[src/rtl/toplvl_irq_pkg.sv]
package toplvl_irq_pkg;

  typedef struct packed {
    logic src_pin;
    logic rise;
    logic mask_en;
    logic nm_en;
  } tirq_cfg_t;

  localparam tirq_cfg_t TIRQ_CFG_RST = '{src_pin: 1'b1, rise: 1'b0,
                                         mask_en: 1'b0, nm_en: 1'b0};

  function automatic logic tirq_edge(input logic cur, input logic prev,
                                     input logic rise);
    return rise ? (cur & ~prev) : (~cur & prev);
  endfunction

  function automatic logic tirq_pick(input logic src_pin, input logic pin_evt,
                                     input logic wdog_evt);
    return src_pin ? pin_evt : wdog_evt;
  endfunction

  function automatic logic tirq_pend_next(input logic cur, input logic wr,
                                          input logic wdata, input logic ack,
                                          input logic evt);
    logic base;
    if (wr)       base = wdata;
    else if (ack) base = 1'b0;
    else          base = cur;
    return base | evt;
  endfunction

  function automatic logic tirq_svc_next(input logic cur, input logic ack,
                                         input logic ret);
    if (ack)      return 1'b1;
    else if (ret) return 1'b0;
    else          return cur;
  endfunction

  function automatic logic tirq_request(input logic pend, input logic in_svc,
                                        input logic nm_en, input logic mask_en,
                                        input logic gie);
    return pend & ~in_svc & (nm_en | (mask_en & gie));
  endfunction

endpackage

[src/rtl/toplvl_irq_sync.sv]
module toplvl_irq_sync #(
  parameter int   STAGES  = 2,
  parameter logic RST_LVL = 1'b0
) (
  input  logic clk,
  input  logic rst_n,
  input  logic async_i,
  output logic sync_o
);
  localparam int LAST = STAGES - 1;

  logic [LAST:0] chain_q;

  genvar g;
  generate
    for (g = 0; g < STAGES; g++) begin : g_stage
      if (g == 0) begin : g_first
        always_ff @(posedge clk or negedge rst_n) begin
          if (!rst_n) chain_q[g] <= RST_LVL;
          else        chain_q[g] <= async_i;
        end
      end else begin : g_next
        always_ff @(posedge clk or negedge rst_n) begin
          if (!rst_n) chain_q[g] <= RST_LVL;
          else        chain_q[g] <= chain_q[g-1];
        end
      end
    end
  endgenerate

  assign sync_o = chain_q[LAST];
endmodule

[src/rtl/toplvl_irq_trigger.sv]
module toplvl_irq_trigger
  import toplvl_irq_pkg::*;
#(
  parameter int   SYNC_STAGES = 2,
  parameter logic PIN_RST_LVL = 1'b0
) (
  input  logic clk,
  input  logic rst_n,
  input  logic pin_i,
  input  logic wdog_eoc_i,
  input  logic src_pin,
  input  logic rise,
  output logic pin_edge_o,
  output logic evt_o
);
  logic pin_sync;
  logic pin_prev_q;

  toplvl_irq_sync #(
    .STAGES (SYNC_STAGES),
    .RST_LVL(PIN_RST_LVL)
  ) u_sync (
    .clk    (clk),
    .rst_n  (rst_n),
    .async_i(pin_i),
    .sync_o (pin_sync)
  );

  always_ff @(posedge clk or negedge rst_n) begin
    if (!rst_n) pin_prev_q <= PIN_RST_LVL;
    else        pin_prev_q <= pin_sync;
  end

  assign pin_edge_o = tirq_edge(pin_sync, pin_prev_q, rise);
  assign evt_o      = tirq_pick(src_pin, pin_edge_o, wdog_eoc_i);
endmodule

[src/rtl/toplvl_irq_cfg.sv]
module toplvl_irq_cfg
  import toplvl_irq_pkg::*;
(
  input  logic      clk,
  input  logic      rst_n,
  input  logic      wr_i,
  input  logic      src_pin_i,
  input  logic      rise_i,
  input  logic      mask_i,
  input  logic      nm_i,
  output tirq_cfg_t cfg_o
);
  tirq_cfg_t cfg_q;

  always_ff @(posedge clk or negedge rst_n) begin
    if (!rst_n) begin
      cfg_q <= TIRQ_CFG_RST;
    end else if (wr_i) begin
      cfg_q.src_pin <= src_pin_i;
      cfg_q.rise    <= rise_i;
      cfg_q.mask_en <= mask_i;
      cfg_q.nm_en   <= cfg_q.nm_en | nm_i;
    end
  end

  assign cfg_o = cfg_q;
endmodule

[src/rtl/toplvl_irq_state.sv]
module toplvl_irq_state
  import toplvl_irq_pkg::*;
(
  input  logic clk,
  input  logic rst_n,
  input  logic evt_i,
  input  logic pend_wr_i,
  input  logic pend_wdata_i,
  input  logic ack_i,
  input  logic ret_i,
  output logic pend_o,
  output logic in_svc_o
);
  logic pend_q;
  logic svc_q;

  always_ff @(posedge clk or negedge rst_n) begin
    if (!rst_n) begin
      pend_q <= 1'b0;
      svc_q  <= 1'b0;
    end else begin
      pend_q <= tirq_pend_next(pend_q, pend_wr_i, pend_wdata_i, ack_i, evt_i);
      svc_q  <= tirq_svc_next(svc_q, ack_i, ret_i);
    end
  end

  assign pend_o   = pend_q;
  assign in_svc_o = svc_q;
endmodule

[src/rtl/toplvl_irq_ctrl.sv]
module toplvl_irq_ctrl
  import toplvl_irq_pkg::*;
#(
  parameter int   SYNC_STAGES = 2,
  parameter logic PIN_RST_LVL = 1'b0
) (
  input  logic clk,
  input  logic rst_n,
  input  logic pin_i,
  input  logic wdog_eoc_i,
  input  logic gie_i,
  input  logic ctl_wr_i,
  input  logic ctl_src_pin_i,
  input  logic ctl_rise_i,
  input  logic ctl_mask_i,
  input  logic ctl_nm_i,
  input  logic pend_wr_i,
  input  logic pend_wdata_i,
  input  logic ack_i,
  input  logic ret_i,
  output logic irq_o,
  output logic pend_o,
  output logic block_o
);
  tirq_cfg_t cfg;
  logic      trig_evt;
  logic      pin_edge;
  logic      pend;
  logic      in_svc;

  toplvl_irq_cfg u_cfg (
    .clk      (clk),
    .rst_n    (rst_n),
    .wr_i     (ctl_wr_i),
    .src_pin_i(ctl_src_pin_i),
    .rise_i   (ctl_rise_i),
    .mask_i   (ctl_mask_i),
    .nm_i     (ctl_nm_i),
    .cfg_o    (cfg)
  );

  toplvl_irq_trigger #(
    .SYNC_STAGES(SYNC_STAGES),
    .PIN_RST_LVL(PIN_RST_LVL)
  ) u_trig (
    .clk       (clk),
    .rst_n     (rst_n),
    .pin_i     (pin_i),
    .wdog_eoc_i(wdog_eoc_i),
    .src_pin   (cfg.src_pin),
    .rise      (cfg.rise),
    .pin_edge_o(pin_edge),
    .evt_o     (trig_evt)
  );

  toplvl_irq_state u_state (
    .clk         (clk),
    .rst_n       (rst_n),
    .evt_i       (trig_evt),
    .pend_wr_i   (pend_wr_i),
    .pend_wdata_i(pend_wdata_i),
    .ack_i       (ack_i),
    .ret_i       (ret_i),
    .pend_o      (pend),
    .in_svc_o    (in_svc)
  );

  assign irq_o   = tirq_request(pend, in_svc, cfg.nm_en, cfg.mask_en, gie_i);
  assign pend_o  = pend;
  assign block_o = in_svc;
endmodule

[config.mk]
export PLATFORM = sky130hd
export DESIGN_NAME = toplvl_irq_ctrl
export DESIGN_NICKNAME = d
export VERILOG_FILES = /design/src/rtl/toplvl_irq_pkg.sv /design/src/rtl/toplvl_irq_sync.sv /design/src/rtl/toplvl_irq_trigger.sv /design/src/rtl/toplvl_irq_cfg.sv /design/src/rtl/toplvl_irq_state.sv /design/src/rtl/toplvl_irq_ctrl.sv
export SDC_FILE = /design/constraint.sdc
export NUM_CORES = 1
export LEC_CHECK = 0
export CAP_MARGIN = 40
export CORE_AREA = 3 3 40 42
export DETAILED_ROUTE_END_ITERATION = 10
export DIE_AREA = 0 0 43 45
export PLACE_DENSITY_LB_ADDON = 0.08
export SLEW_MARGIN = 20
export SYNTH_ARGS = -nofsm -noshare
export SYNTH_HDL_FRONTEND = slang
export SYNTH_SLANG_ARGS = --single-unit
export TNS_END_PERCENT = 1
[constraint.sdc]
create_clock -name clk -period 1.2 [get_ports clk]
set_input_delay 0.36 -clock clk [delete_from_list [all_inputs] [get_ports clk]]
set_output_delay 0.36 -clock clk [all_outputs]
set_load 0.02 [all_outputs]
==> impl_results.md <==
- Outcome: complete, but fails checks
- Violations in the final reports: setup timing
- Most frequent cells in the layout: clkdlybuf4s50_1, dfrtp_1, mux2_1, clkbuf_4, buf_6
- Clk slew on worst S/H paths: 0.06 ns
- Clock tree buffer depth: 2
- Core Util, Final: 44.5%
- RSZ-0062 raised after global routing: yes
- Iter 0 DRT Violations: 0
- RR Startpoint: u_cfg.cfg_o[3]$_DFFE_PN1P_
- CTS tree: yes
- ANT cells: 0
- Yosys Warn Count: 0
- Die height: 45 um
- Starting density of the core: 26.9%
- Initial antenna violation count: 0
- P&R area growth vs syn: 65.6%
- Final period utilization: 114%
- Global-route wire length before repair: 1.20 mm
- Cells after synthesis: 24
- Residual DRC: 0
- CP Capture Type: output port
- Min Clock Period, post-route: 1.36 ns
- Critical Path Start: u_state.in_svc_o$_DFFE_PN0P_
- Fmax: 734 MHz
- Clock Sinks: 9
- FP Rows: 13
- Input/output buffers: 16
- Ports: 17
- Worst setup endpoint: irq_o
- Pin count of the biggest net entering global routing: 10
- Number of register bits inferred by synthesis: 9
- Vias per Instance: 4.31
- Worst Hold Class: register to register
- Worst-Margin Slew: 0.403 ns
- Arrival time at the worst endpoint: 1.00 ns
- R2R Path End: u_state.pend_o$_DFF_PN0_
- Final Max Tran Viols: 0
- Vias in the first global route: 283
- Gr usage total: 9.53%
- Commonest non-fill, non-tap cell in the layout: clkdlybuf4s50_1
- PwrDens: 1210 nW/um2
- Number of routed nets with antenna violations: 0
- Number of buffers created by CTS: 3
- Layout cell share with drive strength beyond 1: 26.1%
- Final setup violation count: 2
- Sequential fraction of the synthesis area: 65.6%
- Post-CTS Setup Inserts: 0
- Post-layout net count: 61
- Crit Path Max Fanout: 2
- Final WL: 675 um
- Skew final: 0.00281 ns
- GRT overflow: 0
- Max-cap viol count: 0
- Worst setup margin: -0.162 ns
- Die X: 43 um
- Synthesized area: 345 um2
- CP startpoint kind: register
- H-tree levels: 1
- Slew HR: 73.0%
- DR pass1 iterations: 1
- CP required: 0.84 ns
- Syn_nets: 38
- Clk Latency, worst-skew pair: 0.26 ns
- Min-delay src: u_trig.u_sync.chain_q[0]$_DFF_PN0_
- Hold Vio Cnt, Final: 0
- DIE AREA: 1940 um2
- Static Leak: 0.246 nW
- Routability cong.: 0.704
- Number of library cell types mapped by synthesis: 12
- Worst reg2reg path depth: 3
- CP Class: register to output port
- Hold WS: 0.357 ns
- Post-Syn Area per Cell: 14.4 um2
- Placeable Area: 1280 um2
- Avg WL per Cell: 11.1 um
- Clk root buf: clkbuf_4
- Reg2Reg Setup Slack: 0.22 ns
- Worst VDD drop: 0.597 mV
- Via Count: 263
[how the worst min path moves through the flow]
| stage | endpoint | slack [ns] | cells after the start |
|---|---|---|---|
| final | u_trig.u_sync.sync_o$_DFF_PN0_ | 0.36 | 0 |
| after global routing | u_trig.u_sync.sync_o$_DFF_PN0_ | 0.36 | 0 |
| after CTS | u_trig.u_sync.sync_o$_DFF_PN0_ | 0.36 | 0 |
| after detailed placement | u_trig.u_sync.sync_o$_DFF_PN0_ | 0.34 | 0 |
| after global placement | u_trig.u_sync.sync_o$_DFF_PN0_ | 0.33 | 0 |
| after floorplan | u_cfg.cfg_o[0]$_DFFE_PN0P_ | 0.06 | 0 |
[metrics by stage]
stage	cells	setup TNS [ns]	total power, W	setup slack [ns]	area, um2
2_1_floorplan	24	0	0.000385	0.00890	345
3_3_place_gp	57	-1.68	0.000463	-0.811	539
3_5_place_dp	57	-1.73	0.000466	-0.828	539
4_1_cts	61	-0.277	0.000706	-0.192	562
5_1_grt	61	-0.313	0.000742	-0.222	572
6_report	61	-0.221	0.000692	-0.162	572
[area by class of cell]
cell class,count,area [um2]
flip-flops and latches,9,226
fillers,118,713
inverters,2,7.51
repair buffers,18,178
clock buffers,4,26.3
multi-input cells,13,115
well taps,15,18.8
[synthesized netlist by cell type]
library cell,number,share of area (%)
dfrtp_1,8,58
mux2_1,3,9.8
a21o_1,2,4.3
a21oi_1,2,2.9
inv_1,2,2.2
a221oi_2,1,4.3
and3b_1,1,2.5
dfstp_2,1,7.6
nor2_1,1,1.1
nor3b_1,1,2.2
nor3b_2,1,3.6
o21ai_1,1,1.4
[sequential cells by signal, indices dropped and copies added (netlist names)]
name and flops:
u_trig.u_sync.sync_o 1, u_state.in_svc_o 1, u_state.pend_o 1, u_cfg.cfg_o 4
u_trig.u_sync.chain_q 1, u_trig.pin_prev_q 1
[critical path: stages, from the launching register on]
cell and delay [ns]:
dfrtp_1 0.40, nor3b_2 0.18, buf_4 0.16
[repair_timing]
action                                  4_1_cts  5_1_grt
pin swaps                                     1        1
endpoints found under the setup margin        3        3
hold buffers                                  0        0
resized for setup                            17        3
[layer usage]
metal	wire length [um]	up-vias	GRT usage (%)
li1	-	130	-
met4	37	0	12.7
met1	267	111	9.25
met3	96	5	5.58
met2	273	17	12.3
met5	0	-	0
[cells by family after synthesis]
kind of cell / after synthesis / synth area share, %
DFF: 9 / 65.6
muxes: 3 / 9.78
and+or+nand+nor: 4 / 9.42
AOI/OAI and AO/OA: 6 / 13.0
buffers and inverters: 2 / 2.17
[power by group]
| group | internal, W | switching, W |
|---|---|---|
| Clock | 0.000128 | 0.000103 |
| Combinational | 0.0000768 | 0.0000424 |
| Sequential | 0.000328 | 0.0000134 |
| Total | 0.000533 | 0.000159 |
Note: power is estimated with default switching activity, not from simulation.
